File: config.mk
export PLATFORM = sky130hd
export DESIGN_NAME = zl_mute_det
export DESIGN_NICKNAME = d
export VERILOG_FILES = /design/src/rtl/zl_mute_pkg.sv /design/src/rtl/zl_thr_regs.sv /design/src/rtl/zl_run_cnt.sv /design/src/rtl/zl_chan.sv /design/src/rtl/zl_mute_det.sv
export SDC_FILE = /design/constraint.sdc
export NUM_CORES = 1
export LEC_CHECK = 0
export ABC_AREA = 1
export BUFFER_PORTS_ARGS = -buffer_cell sky130_fd_sc_hd__buf_4
export CAP_MARGIN = 15
export CORE_UTILIZATION = 50
export DETAILED_ROUTE_END_ITERATION = 8
export PLACE_DENSITY = 0.82
export SLEW_MARGIN = 20
export SYNTH_ARGS = -nofsm -noshare
export SYNTH_HDL_FRONTEND = slang
export SYNTH_SLANG_ARGS = --single-unit
File: constraint.sdc
create_clock -name clk -period 3.91 [get_ports clk]
set_input_delay 0.5865 -clock clk [delete_from_list [all_inputs] [get_ports clk]]
set_output_delay 0.5865 -clock clk [all_outputs]
set_load 0.01 [all_outputs]
File: src/rtl/zl_mute_pkg.sv
// Shared definitions for the zero-level mute detector.
// Assumes the threshold field is always two bytes wide.
package zl_mute_pkg;
    localparam int THR_W  = 16;
    localparam int BYTE_W = 8;

    // Which threshold a committed write lands in (encoding of thr_sel).
    typedef enum logic {
        TGT_HIGH = 1'b0,
        TGT_LOW  = 1'b1
    } thr_tgt_e;

    typedef logic [THR_W-1:0] level_t;
endpackage

File: src/rtl/zl_thr_regs.sv
// Threshold register pair with byte staging.
// The upper byte is held in a staging register. The full 16-bit value is
// committed to the target chosen by sel when the lower byte arrives.
// Assumes wr_hi and wr_lo are never asserted together.
module zl_thr_regs
    import zl_mute_pkg::*;
#(
    parameter level_t LO_RST = 16'h0100,
    parameter level_t HI_RST = 16'h0200
) (
    input  logic              clk,
    input  logic              rst_n,
    input  logic              wr_hi,
    input  logic              wr_lo,
    input  logic [BYTE_W-1:0] wdata,
    input  logic              sel,
    output level_t            thr_lo,
    output level_t            thr_hi
);
    logic [BYTE_W-1:0] stage_q;
    level_t            lo_q;
    level_t            hi_q;
    level_t            commit_val;
    thr_tgt_e          tgt;

    assign tgt        = thr_tgt_e'(sel);
    assign commit_val = {stage_q, wdata};

    // Hold the pending upper byte until the commit write.
    always_ff @(posedge clk) begin
        if (!rst_n)
            stage_q <= '0;
        else if (wr_hi)
            stage_q <= wdata;
    end

    // Commit the assembled word to the selected threshold on a low-byte write.
    always_ff @(posedge clk) begin
        if (!rst_n) begin
            lo_q <= LO_RST;
            hi_q <= HI_RST;
        end else if (wr_lo) begin
            if (tgt == TGT_LOW)
                lo_q <= commit_val;
            else
                hi_q <= commit_val;
        end
    end

    assign thr_lo = lo_q;
    assign thr_hi = hi_q;
endmodule

File: src/rtl/zl_run_cnt.sv
// Consecutive-sample run counter.
// On each step it counts hits and raises fire on the step whose hit
// completes limit+1 consecutive hits. A miss clears the count, and so does
// a fire. With no step the count holds.
module zl_run_cnt #(
    parameter int RUN_W = 8
) (
    input  logic             clk,
    input  logic             rst_n,
    input  logic             step,
    input  logic             hit,
    input  logic [RUN_W-1:0] limit,
    output logic             fire
);
    logic [RUN_W-1:0] cnt_q;

    // Fire when this hit completes the run; >= guards a limit lowered mid-run.
    assign fire = step && hit && (cnt_q >= limit);

    // Advance, clear or hold the run length.
    always_ff @(posedge clk) begin
        if (!rst_n)
            cnt_q <= '0;
        else if (step) begin
            if (!hit || fire)
                cnt_q <= '0;
            else
                cnt_q <= cnt_q + 1'b1;
        end
    end
endmodule

File: src/rtl/zl_chan.sv
// One channel of the mute detector: holds the last level sample and the
// mute state, and applies hysteresis through a run counter.
// Starts muted. It unmutes above thr_hi and mutes below thr_lo; both
// comparisons are strict.
module zl_chan
    import zl_mute_pkg::*;
#(
    parameter int RUN_W = 8
) (
    input  logic             clk,
    input  logic             rst_n,
    input  logic             smp_valid,
    input  level_t           smp_level,
    input  level_t           thr_lo,
    input  level_t           thr_hi,
    input  logic [RUN_W-1:0] run_len_m1,
    output level_t           level_q,
    output logic             muted
);
    logic   muted_q;
    logic   want_flip;
    logic   flip;
    level_t lvl_q;

    // Condition that would move the channel to its other state.
    always_comb begin
        if (muted_q)
            want_flip = (smp_level > thr_hi);
        else
            want_flip = (smp_level < thr_lo);
    end

    zl_run_cnt #(.RUN_W(RUN_W)) u_run (
        .clk   (clk),
        .rst_n (rst_n),
        .step  (smp_valid),
        .hit   (want_flip),
        .limit (run_len_m1),
        .fire  (flip)
    );

    // Toggle the mute state when the run completes.
    always_ff @(posedge clk) begin
        if (!rst_n)
            muted_q <= 1'b1;
        else if (flip)
            muted_q <= ~muted_q;
    end

    // Capture the latest level sample for readback.
    always_ff @(posedge clk) begin
        if (!rst_n)
            lvl_q <= '0;
        else if (smp_valid)
            lvl_q <= smp_level;
    end

    assign muted   = muted_q;
    assign level_q = lvl_q;
endmodule

File: src/rtl/zl_mute_det.sv
// Top of the RMS zero-level mute detector.
// NUM_CH independent channels share one pair of hysteresis thresholds,
// which are loaded as two bytes. A level readback mux is provided.
// Assumes thr_wr_hi and thr_wr_lo are mutually exclusive.
module zl_mute_det
    import zl_mute_pkg::*;
#(
    parameter int     NUM_CH     = 2,
    parameter int     RUN_W      = 8,
    parameter level_t THR_LO_RST = 16'h0100,
    parameter level_t THR_HI_RST = 16'h0200,
    localparam int    SEL_W      = (NUM_CH > 1) ? $clog2(NUM_CH) : 1
) (
    input  logic                    clk,
    input  logic                    rst_n,
    input  logic                    thr_wr_hi,
    input  logic                    thr_wr_lo,
    input  logic [BYTE_W-1:0]       thr_byte,
    input  logic                    thr_sel,
    input  logic [RUN_W-1:0]        run_len_m1,
    input  logic [NUM_CH-1:0]       lvl_valid,
    input  logic [NUM_CH*THR_W-1:0] lvl_in,
    input  logic [SEL_W-1:0]        rd_sel,
    output logic [THR_W-1:0]        rd_level,
    output logic [NUM_CH-1:0]       mute_o
);
    level_t thr_lo_q;
    level_t thr_hi_q;
    level_t ch_level [NUM_CH];

    zl_thr_regs #(.LO_RST(THR_LO_RST), .HI_RST(THR_HI_RST)) u_thr (
        .clk    (clk),
        .rst_n  (rst_n),
        .wr_hi  (thr_wr_hi),
        .wr_lo  (thr_wr_lo),
        .wdata  (thr_byte),
        .sel    (thr_sel),
        .thr_lo (thr_lo_q),
        .thr_hi (thr_hi_q)
    );

    for (genvar c = 0; c < NUM_CH; c++) begin : g_ch
        zl_chan #(.RUN_W(RUN_W)) u_ch (
            .clk        (clk),
            .rst_n      (rst_n),
            .smp_valid  (lvl_valid[c]),
            .smp_level  (lvl_in[c*THR_W +: THR_W]),
            .thr_lo     (thr_lo_q),
            .thr_hi     (thr_hi_q),
            .run_len_m1 (run_len_m1),
            .level_q    (ch_level[c]),
            .muted      (mute_o[c])
        );
    end

    // Select the stored level of one channel; out of range reads zero.
    always_comb begin
        rd_level = '0;
        for (int c = 0; c < NUM_CH; c++)
            if (rd_sel == SEL_W'(c))
                rd_level = ch_level[c];
    end
endmodule

# ---- Word level (Yosys, flattened, before mapping)
# Cells that the tools add are included.
# Widths: inputs -> output; s select.
dict set report word_totals {
  rom_bits 0
  regBits 90
  memories 0
  latch_bits 0
  mem_bits_rw 0
  out_inout_bits 18
}
dict set report classes {
  n_addsub 2
  n_mux 5
  n_eq_ne 0
  div 0
  bitwise 3
  n_reduce_logical 10
  shifts 0
  mul 0
  order_cmp 6
}
# operator n
set ops {}
lappend ops {{$gt 16x16->1} 2}
lappend ops {{$lt 16x16->1} 2}
lappend ops {{$add 8x1->8 const B} 2}
lappend ops {{$ge 8x8->1} 2}
lappend ops {{$mux 16} 1}
lappend ops {{$mux 8} 2}
lappend ops {{$logic_and 1x1->1} 4}
lappend ops {{$reduce_and 2->1} 2}
lappend ops {{$not 1->1} 3}
lappend ops {{$logic_not 1->1} 2}
lappend ops {{$logic_or 1x1->1} 2}
lappend ops {{$mux 1} 2}

# ---- Logic depth before layout (Yosys ltp)
# Gate-level depths: netlist of run 1.
dict set report logic_depth {
  word_depth 6
  mapped_depth 15
  ltp_nobuf 15
}

# ---- Cells and area by module
# A second synthesis of run 1 with hierarchy kept.
dict set report hier_totals {
  cells_unflattened 852
  area_unflattened_um2 5895.7
}
# mod cells_per_inst area_each_um2 n_inst
set modules_own_cells {}
lappend modules_own_cells {zl_chan 213 1421.4 2}
lappend modules_own_cells {zl_thr_regs 198 1537.7 1}
lappend modules_own_cells {zl_run_cnt 88 635.6 2}
lappend modules_own_cells {zl_mute_det 52 244.0 1}

# ---- Worst setup path after synthesis of run 1
# OpenSTA, ideal clock, no wires.
dict set report synth_timing {
  kind {in2reg}
  startpoint {input port lvl_in[15]}
  endpoint {register g_ch[0].u_ch.u_run.cnt_q[0]}
  setup_time_ns 0.120
  slack_ns 2.169
  t_required_ns 3.790
  cell_stages 8
  t_arrival_ns 1.621
  path_cell_list {ha_1 -> nand2_1 -> nor3_1 -> nand3_1 -> nand3_1 -> nand3_1 -> nand2_1 -> nor2_1}
}
dict set report synth_between {
  elab_chain_len 6
  elab_cells_between_ends 8
  cone_classes {order compare: 2; mux: 2; reduce/logical: 4}
}
# item line_no
set synth_rtl {}
lappend synth_rtl {{start, declared} zl_mute_det.sv:22} ;# input logic [NUM_CH*THR_W-1:0] lvl_in,
lappend synth_rtl {{$lt 16x16->1 or $gt 16x16->1 (tied branches)} {zl_chan.sv:30, zl_chan.sv:28}}
lappend synth_rtl {{$mux 1 (*)} zl_chan.sv:27} ;# if (muted_q)
lappend synth_rtl {{$logic_and 1x1->1 (2 in a row)} zl_run_cnt.sv:18} ;# assign fire = step && hit && (cnt_q >= limit);
lappend synth_rtl {{$logic_or 1x1->1 (*)} zl_run_cnt.sv:25} ;# if (!hit || fire)
lappend synth_rtl {{$mux 8 (*)} zl_run_cnt.sv:25}
lappend synth_rtl {{end signal, assigned} zl_run_cnt.sv:28} ;# cnt_q <= cnt_q + 1'b1;
lappend synth_rtl {{end, declared} zl_run_cnt.sv:15} ;# logic [RUN_W-1:0] cnt_q;
# Mark *: on every way between the ends. The rest lies on a longest branch, timed or not.
# A chain may end at the register's enable or synchronous reset.

# ---- Worst setup path in the final report of run 1
dict set report layout_timing {
  startpoint {input port rd_sel}
  endpoint {output port rd_level[15]}
}
dict set report layout_between {
  elab_chain_len 1
}
# item line_no
set layout_rtl {}
lappend layout_rtl {{start, declared} zl_mute_det.sv:23} ;# input logic [SEL_W-1:0] rd_sel,
lappend layout_rtl {{$mux 16} zl_mute_det.sv:60} ;# if (rd_sel == SEL_W'(c))
lappend layout_rtl {{end, declared} zl_mute_det.sv:24} ;# output logic [THR_W-1:0] rd_level,
# No other way between the ends.

==> reports/metrics.csv, run 1 <==
metric,value,unit
outcome,finished clean,
ctsHoldBuffers,0,
ys_ff_latch,90,
path_cells,buf_4 > o21ai_0 > buf_4,
drive_gt1_share,12.3,%
start_kind,primary input,
grt_pass1_wl,20900,um
clockBufferDepth,2,
die_x,105,um
p_per_area,350,mW/mm^2
slew_viol_final,0,
worst_slack,1910,ps
p_leak,2.88,nW
htreeDepth,3,
cts_tree,built,
hold_viol_final,0,
nets,902,
ys_warn_count,0,
p_seq_share,46.5,%
max_freq,0.500,GHz
switching_share,28.6,%
drc,0,
io_buffers,73,
post-route-period-util,51.1,%
worstPathArrival,1410,ps
gp_congestion,0.888,
relSlewSlack,43.4,%
rsz0062_at_grt,no,
crit_buf_inv,2,
syn_to_final_growth,15.9,%
synth_seq_area_share,34.3,%
post_cts_resized,0,
cp_data_required_time,3320,ps
wl_per_cell,14.1,um
clk_pin_slew,90,ps
syn_avg_cell_area,7.43,um^2
crit_path_end_kind,output pin,
nFillCells,965,
dp_cells,891,
clk_latency,360,ps
post_cts_buffers,0,
multi_input_area,0.00302,mm^2
antenna_cells,0,
crit_type,in2out,
gr-total-overflow,0,
vias_per_cell,5.27,
fin_crit,2000,ps
finalSetupTns,0,ps
p_comb_share,20.2,%
root_buffer,clkbuf_8,
synth.net_count,844,
ys_async_sr_fraction,0,%
critPathMaxFanout,31,
syn_inst,708,
grt_pass1_vias,4400,
hp-class,reg2reg,
core-area,0.0103,mm^2
setup_viol,0,
seq_area,0.00180,mm^2
vias,4778,
ir_drop,0.222,mV
drv_cap,0,
p_int,1.52,mW
worst_slew_pin_slew,847,ps
path_delay_family,buffers and inverters,
ant_nets,0,
dp.final_hpwl,9710,um
totalPowerFinal,2.13,mW
drt-pass1-iter-count,5,
crit_slowest_cell,o21ai_0,
die_h,105,um
synthesis.area,0.00526,mm^2
drtIter0Drc,338,
critPathMaxStageDelay,400,ps
synth_edf_count,0,
hold_ws,456,ps
num_io_pins,74,
grt_antenna_before_repair,0,
pre_cts_ws,1720,ps
start_util,51.2,%
ys_types,27,
switching_power,0.611,mW
dieArea,0.0109,mm^2
cts.sinks,90,
finClkSkew,9.09,ps
wl,12800,um
grt_max_degree,75,
core.rowCount,37,
cts_buffers,9,
cpMostUsedCell,buf_4,
power_frac_clock,33.3,%
final_cells,907,
gr-usage-all-layers,23.8,%
ys.flop_type,dfxtp_1,
-- tightest hold or removal path, cell delays in order, from the launching register on --
cell and delay [ps]:
dfxtp_1 310, inv_1 50, a21oi_1 60
-- metrics by stage --
step	cell area (um^2)	utilization, %
floorplan	5260	-
global placement	5870	57.1
detailed placement	5870	57.1
CTS	6100	59.3
global route	6100	59.3
finish	6100	59.3
-- final cells by class --
class / instances / share of cell area, %
clock inverters: 6 / 1.46
multi-input cells: 505 / 49.5
flip-flops and latches: 90 / 29.6
well taps: 136 / 2.79
inverters: 86 / 5.34
clock buffers: 10 / 2.26
repair buffers: 74 / 9.11
-- sequential cells by signal, summed over array words and instances, names as in the netlist --
name                   count
u_thr.thr_hi              16
g_ch.u_ch.u_run.cnt_q     16
u_thr.stage_q              8
u_thr.thr_lo              16
g_ch.u_ch.level_q         32
g_ch.u_ch.muted            2
-- power by group through the flow --
stage	Sequential, mW	Clock (mW)	Combinational [mW]
detailed placement	1.01	0	0.422
CTS	0.992	0.721	0.428
finish	0.992	0.712	0.431
global route	0.998	0.763	0.490
global placement	1.01	0	0.409
floorplan	1.01	0	0.270
-- layout by cell type (no fill, tap or decap) --
| cell | netlist | layout |
|---|---|---|
| buf_4 | 3 | 74 |
| mux2i_1 | 2 | 2 |
| o211ai_1 | 2 | 2 |
| xor2_1 | 8 | 8 |
| inv_4 | 1 | 1 |
| dfxtp_1 | 90 | 90 |
| nor2_1 | 89 | 89 |
| clkinv_2 | 0 | 1 |
| inv_6 | 0 | 1 |
| ha_1 | 80 | 80 |
| clkbuf_8 | 0 | 10 |
| nor3_1 | 5 | 5 |
| xnor2_1 | 6 | 6 |
| nor3_2 | 1 | 1 |
| nand3_1 | 16 | 16 |
| a21o_1 | 3 | 3 |
| clkinvlp_4 | 0 | 2 |
| nand3_2 | 1 | 1 |
| bufinv_16 | 0 | 2 |
| mux2_2 | 1 | 1 |
| and3b_1 | 2 | 2 |
| o21ai_0 | 91 | 91 |
| inv_1 | 85 | 85 |
| nor3_4 | 1 | 1 |
| o21a_1 | 2 | 2 |
| nand3b_1 | 2 | 2 |
| a21oi_1 | 76 | 76 |
| a211o_1 | 1 | 1 |
| nand2_1 | 107 | 107 |
| nand4_1 | 9 | 9 |
-- cell usage after synthesis (2+ instances only) --
master	count	area share, %
nor3_1	5	0.48
nand4_1	9	1.1
o21ai_0	91	8.7
ha_1	80	19
o21a_1	2	0.29
dfxtp_1	90	34
nor2_1	89	6.4
o211ai_1	2	0.29
xnor2_1	6	1.0
and3b_1	2	0.33
buf_4	3	0.43
nand3b_1	2	0.29
a21o_1	3	0.43
mux2i_1	2	0.38
nand3_1	16	1.5
nand2_1	107	7.6
a21oi_1	76	7.2
clkbuf_1	23	1.6
inv_1	85	6.1
xor2_1	8	1.3
-- worst paths after layout --
| check | from | end | slack, ps | depth (start not counted) |
|---|---|---|---|---|
| max | rd_sel | rd_level[15] | 1910 | 3 |
| min | g_ch[0].u_ch.level_q[10]$_SDFFE_PN0P_ | g_ch[0].u_ch.level_q[10]$_SDFFE_PN0P_ | 460 | 2 |
| max reg2reg | u_thr.thr_hi[9]$_SDFFE_PN1P_ | g_ch[1].u_ch.u_run.cnt_q[2]$_SDFFE_PN0P_ | 2020 | 9 |
| min reg2reg | g_ch[0].u_ch.level_q[10]$_SDFFE_PN0P_ | g_ch[0].u_ch.level_q[10]$_SDFFE_PN0P_ | 460 | 2 |
-- routing by layer --
metal  share of wire, %  track usage (%)
met5                  0                0
met3                5.3             3.74
met4                1.7             7.96
met2                 46             39.5
met1                 47             31.5
-- cell families (layout without fill, tap and decap cells) --
logic type      after synthesis  after routing  synth area share (%)
mux                           3              3                 0.595
buf+inv                     113            176                  8.35
compound gates              175            175                  17.1
xor+xnor                     14             14                  2.33
simple gates                233            233                  18.4
flops                        90             90                  34.3
fa+ha+maj                    80             80                  19.0
Note: power is estimated with default switching activity, not from simulation.
==> inputs of run 2 (changes only) <==
==> constraint.sdc (replaced) <==
create_clock -name clk -period 2.1 [get_ports clk]
set_input_delay 0.315 -clock clk [delete_from_list [all_inputs] [get_ports clk]]
set_output_delay 0.315 -clock clk [all_outputs]
set_load 0.01 [all_outputs]
==> run 2 against run 1 <==
Effect of this change: final cell count up 0.33%; clock power rose by 100%; clock skew rose by 3.2 ps; critical endpoint is now g_ch[1].u_ch.u_run.cnt_q[4]$_SDFFE_PN0P_; non-clock buffer count rose by 3; sequential share of layout area down 0.23 points; core utilization grew 0.47 points; highest routed layer unchanged; critical path depth up 6.
==> reports/metrics.csv, run 2 (synthesis gave the netlist of run 1 again) <==
metric,value,unit,change
die_h,105,um,unchanged
rr_worst_depth,9,,unchanged
drive_gt1_share,12.5,%,+0.21 points
clk_latency,360,ps,about the same
clk_pin_slew,80,ps,about the same
critPathMaxStageDelay,320,ps,-80 ps
mostFrequentLayoutCells,"107 x nand2_1, 91 x o21ai_0, 90 x dfxtp_1",,
final_util,59.8,%,+0.47 points
max_freq,0.522,GHz,
final_cells,910,,+0.33%
post-route-period-util,91.3,%,
start_util,51.2,%,unchanged
io_buffers,73,,unchanged
worstHoldPathCells,3,,+1
setup_viol,0,,unchanged
slew_viol_final,0,,unchanged
core.rowCount,37,,unchanged
start_kind,flip-flop,,
pre_cts_ws,151,ps,-1560 ps
finClkSkew,12.3,ps,+3.23 ps
worst_slack,183,ps,-1730 ps
drt-pass1-iter-count,5,,unchanged
gp_congestion,0.928,,+4.5%
gr-total-overflow,0,,unchanged
path_cells,inv_1 > ha_1 > nand4_1 > nor3_1 > nand3_1 > nand3_1 > nand3_1 > nand2_1 > nor2_1,,
finalSetupTns,0,ps,unchanged
outcome,finished clean,,
grt_pass1_wl,20900,um,+0.43%
cts.sinks,90,,unchanged
p_per_area,667,mW/mm^2,+90%
vias_per_cell,5.18,,-1.7%
reg2reg_from,u_thr.thr_hi[9]$_SDFFE_PN1P_,,
dp.final_hpwl,9760,um,+0.55%
p_leak,2.91,nW,+0.97%
crit_path_end_kind,flip-flop,,
wl_per_cell,14.0,um,-0.49%
grt_pass1_vias,4436,,+0.82%
drtIter0Drc,310,,-8.3%
cts_buffers,9,,unchanged
stdcell_area,0.00615,mm^2,+0.80%
gr-usage-all-layers,24.2,%,+0.34 points
root_buffer,clkbuf_8,,
hp-class,in2reg,,
final_common_cell,nand2_1,,
largest_reg_flops,32,,unchanged
cp_data_required_time,2340,ps,-980 ps
post_cts_buffers,0,,unchanged
ant_nets,0,,unchanged
htreeDepth,3,,unchanged
relSlewSlack,52.9,%,+9.5 points
post_cts_resized,0,,unchanged
cts_tree,built,,
num_io_pins,74,,unchanged
clockBufferDepth,2,,unchanged
fin_crit,1920,ps,
dpl_cell_area,0.00589,mm^2,+0.38%
grt_antenna_before_repair,0,,unchanged
drc,0,,unchanged
reg2reg_to,g_ch[1].u_ch.u_run.cnt_q[4]$_SDFFE_PN0P_,,
antenna_cells,0,,unchanged
critPathMaxFanout,8,,-74%
die_x,105,um,unchanged
core-area,0.0103,mm^2,unchanged
hold_end,u_thr.stage_q[0]$_SDFFE_PN0P_,,
hold_viol_final,0,,unchanged
grt_max_degree,43,,-43%
cpMostUsedCell,nand3_1,,
hold_start,thr_byte[0],,
nFillCells,971,,+0.62%
dp_cells,894,,+0.34%
crit_slowest_cell,ha_1,,
worstPathArrival,2160,ps,+750 ps
ir_drop,0.402,mV,+81%
dieArea,0.0109,mm^2,unchanged
ctsHoldBuffers,0,,unchanged
vias,4714,,-1.3%
crit_type,reg2reg,,
syn_to_final_growth,16.9,%,
worst_slew_pin_slew,706,ps,-141 ps
rsz0062_at_grt,no,,
r2r_slack,180,ps,-1840 ps
drv_cap,0,,unchanged
nets,905,,+0.33%
wl,12700,um,-0.16%
-- run 2: metal layers --
metal	GRT usage, %	part of all wire (%)	up-vias	wire length (um)
met1	32.0	47	2077	5980
met2	39.1	44	150	5640
li1	-	-	2454	-
met5	0	0	-	0
met4	10.8	2.9	0	364
met3	3.37	5.9	33	755
-- run 2: layout make-up --
cell class	instances	area (um^2)	area share, %
Multi-Input combinational cell	505	3020	49.1
Sequential cell	90	1800	29.3
Timing Repair Buffer	77	578	9.41
Inverter	86	325	5.29
Tap cell	136	170	2.77
Clock buffer	12	155	2.52
Clock inverter	4	97.6	1.59
-- run 2: worst max-delay path by stage --
stage                             startpoint                                  endpoint  slack (ps)  cells past startpoint
5_1_grt         u_thr.thr_hi[9]$_SDFFE_PN1P_  g_ch[1].u_ch.u_run.cnt_q[5]$_SDFFE_PN0P_          60                      9
6_report        u_thr.thr_hi[9]$_SDFFE_PN1P_  g_ch[1].u_ch.u_run.cnt_q[4]$_SDFFE_PN0P_         180                      9
3_5_place_dp                      lvl_in[27]  g_ch[1].u_ch.u_run.cnt_q[5]$_SDFFE_PN0P_         150                      9
4_1_cts         u_thr.thr_hi[9]$_SDFFE_PN1P_  g_ch[1].u_ch.u_run.cnt_q[2]$_SDFFE_PN0P_         190                      9
3_3_place_gp                      lvl_in[27]  g_ch[1].u_ch.u_run.cnt_q[7]$_SDFFE_PN0P_         160                      9
2_1_floorplan  u_thr.thr_hi[15]$_SDFFE_PN0P_  g_ch[0].u_ch.u_run.cnt_q[0]$_SDFFE_PN0P_         600                      9
-- run 2: power breakdown --
group,internal [mW],total [mW],switching (mW)
registers,1.81,1.85,0.0406
clock network,0.856,1.45,0.591
logic,0.329,0.802,0.474
total,2.99,4.10,1.11
-- run 2: worst max-delay path, delay by kind of cell (launching register included) --
kind | cells | cell delay [ps]
buf+inv | 1 | 90
fa+ha+maj | 1 | 320
simple gates | 7 | 1080
flops | 1 | 310
-- run 2: per-stage QoR --
stage	total power [mW]	hold WS [ps]
6_report	4.10	203
4_1_cts	4.11	190
2_1_floorplan	2.38	429
5_1_grt	4.30	205
3_3_place_gp	2.65	436
3_5_place_dp	2.67	442
==> inputs of run 3 (changes only) <==
--- a/config.mk
+++ b/config.mk
@@ -8,9 +8,9 @@
 export ABC_AREA = 1
 export BUFFER_PORTS_ARGS = -buffer_cell sky130_fd_sc_hd__buf_4
 export CAP_MARGIN = 15
-export CORE_UTILIZATION = 50
+export CORE_UTILIZATION = 45
 export DETAILED_ROUTE_END_ITERATION = 8
-export PLACE_DENSITY = 0.82
+export PLACE_DENSITY = 0.76
 export SLEW_MARGIN = 20
 export SYNTH_ARGS = -nofsm -noshare
 export SYNTH_HDL_FRONTEND = slang
==> constraint.sdc (replaced) <==
create_clock -name clk -period 1.9 [get_ports clk]
set_input_delay 0.285 -clock clk [delete_from_list [all_inputs] [get_ports clk]]
set_output_delay 0.285 -clock clk [all_outputs]
set_load 0.01 [all_outputs]
==> run 3 against run 2 <==
Effect of this change: final cell count is 1.3% higher; sequential share of layout area is 0.55 points lower; setup slack better by 40 ps; clock power is 17% higher; combinational power is 12% higher; die area is 11% higher; fmax is 14% higher.
==> reports/metrics.csv, run 3 (synthesis gave the netlist of run 1 again) <==
metric,value,unit,change
critPathMaxFanout,8,,unchanged
hp-class,in2reg,,
dp_cells,908,,+1.6%
slew_viol_final,0,,unchanged
die_x,110,um,+5.3%
start_kind,flip-flop,,
grt_max_degree,60,,+40%
ir_drop,0.388,mV,-3.3%
drt-pass1-iter-count,5,,unchanged
wl_per_cell,13.7,um,-2.4%
grt_antenna_before_repair,0,,unchanged
final_common_cell,nand2_1,,
wl,12600,um,-1.1%
switching_share,27.2,%,+0.24 points
finalSetupTns,0,ps,unchanged
nets,912,,+0.77%
post_cts_buffers,0,,unchanged
crit_type,reg2reg,,
totalPowerFinal,4.63,mW,+13%
vias,4706,,-0.17%
grt_pass1_wl,20800,um,-0.83%
start_util,46.1,%,-5.1 points
drv_cap,0,,unchanged
finClkSkew,6.60,ps,-5.72 ps
p_int,3.37,mW,+13%
core-area,0.0114,mm^2,+11%
mostFrequentLayoutCells,"105 x nand2_1, 91 x o21ai_0, 90 x dfxtp_1",,
cpMostUsedCell,nand3_1,,
cts_tree,built,,
gr-usage-all-layers,22.3,%,-1.9 points
worstPathArrival,1900,ps,-260 ps
rsz0062_at_grt,no,,
switching_power,1.26,mW,+14%
ant_nets,0,,unchanged
p_per_area,740,mW/mm^2,+11%
relSlewSlack,74.4,%,+22 points
clk_pin_slew,60,ps,-20 ps
root_buffer,clkbuf_16,,
outcome,finished clean,,
fin_crit,1680,ps,-240 ps
crit_path_end_kind,flip-flop,,
cts.sinks,90,,unchanged
post-route-period-util,88.2,%,-3.0 points
worstHoldPathCells,3,,unchanged
num_io_pins,74,,unchanged
vias_per_cell,5.10,,-1.5%
pre_cts_ws,14.4,ps,-136 ps
p_leak,2.96,nW,+1.9%
setup_viol,0,,unchanged
drtIter0Drc,213,,-31%
core.rowCount,39,,+5.4%
largest_reg_flops,32,,unchanged
drc,0,,unchanged
drive_gt1_share,13.9,%,+1.3 points
hold_viol_final,0,,unchanged
p_seq_share,44.2,%,-0.9 points
cp_data_required_time,2130,ps,-210 ps
worst_slack,223,ps,+40.1 ps
gr-total-overflow,0,,unchanged
stdcell_area,0.00626,mm^2,+1.9%
rr_worst_depth,9,,unchanged
htreeDepth,3,,unchanged
max_freq,0.596,GHz,+14%
clk_latency,340,ps,-20 ps
dieArea,0.0121,mm^2,+11%
grt_pass1_vias,4349,,-2.0%
syn_to_final_growth,19.1,%,
clockBufferDepth,2,,unchanged
crit_slowest_cell,dfxtp_1,,
p_comb_share,19.3,%,-0.3 points
gp_congestion,0.881,,-5.1%
cts_buffers,9,,unchanged
critPathMaxStageDelay,300,ps,-20 ps
worst_slew_pin_slew,380,ps,-326 ps
final_cells,922,,+1.3%
dp.final_hpwl,9840,um,+0.80%
dpl_cell_area,0.00597,mm^2,+1.3%
hold_ws,196,ps,-6.14 ps
path_cells,inv_1 > ha_1 > nand2_1 > nor3_2 > nand3_1 > nand3_1 > nand3_1 > nand2_2 > nor2_1,,
power_frac_clock,36.5,%,+1.2 points
final_util,54.9,%,-4.9 points
antenna_cells,0,,unchanged
io_buffers,73,,unchanged
die_h,110,um,+5.3%
==> run 3: worst paths after layout <==
check | startpoint | to | slack (ps)
setup / recovery | u_thr.thr_hi[15]$_SDFFE_PN0P_ | g_ch[1].u_ch.u_run.cnt_q[5]$_SDFFE_PN0P_ | 220
hold / removal | thr_byte[0] | u_thr.thr_hi[0]$_SDFFE_PN0P_ | 200
setup reg to reg | u_thr.thr_hi[15]$_SDFFE_PN0P_ | g_ch[1].u_ch.u_run.cnt_q[5]$_SDFFE_PN0P_ | 220
hold reg to reg | g_ch[0].u_ch.level_q[7]$_SDFFE_PN0P_ | g_ch[0].u_ch.level_q[7]$_SDFFE_PN0P_ | 450
==> run 3: critical path: cells and delay by family (launching register included) <==
kind          cells  cell delay (ps)
buf+inv           1               70
simple gates      7              880
fa+ha+maj         1              300
flops             1              300
==> run 3: cell type report <==
class / count / area [um^2]
Sequential cell: 90 / 1800
Tap cell: 143 / 179
Timing Repair Buffer: 84 / 643
Fill cell: 1095 / 5150
Inverter: 86 / 325
Clock inverter: 4 / 45.0
Multi-Input combinational cell: 505 / 3040
Clock buffer: 10 / 229
==> run 3: timing repair <==
item,CTS,global route
resized for setup,0,6
setup endpoints to repair,0,16
hold buffers,0,0
==> run 3: power groups by stage <==
stage	Clock [mW]	Sequential, mW	Combinational, mW
finish	1.69	2.05	0.896
global route	1.78	2.06	1.04
floorplan	0	2.07	0.555
detailed placement	0	2.09	0.882
global placement	0	2.08	0.862
CTS	1.71	2.05	0.890
==> run 3: routing by layer <==
metal | up-vias | routed length [um] | track usage [%] | part of all wire, %
met5 | - | 0 | 0 | 0
met3 | 24 | 543 | 3.41 | 4.3
li1 | 2475 | - | - | -
met1 | 2098 | 6200 | 29.9 | 49
met2 | 109 | 5580 | 35.9 | 44
met4 | 0 | 267 | 8.93 | 2.1
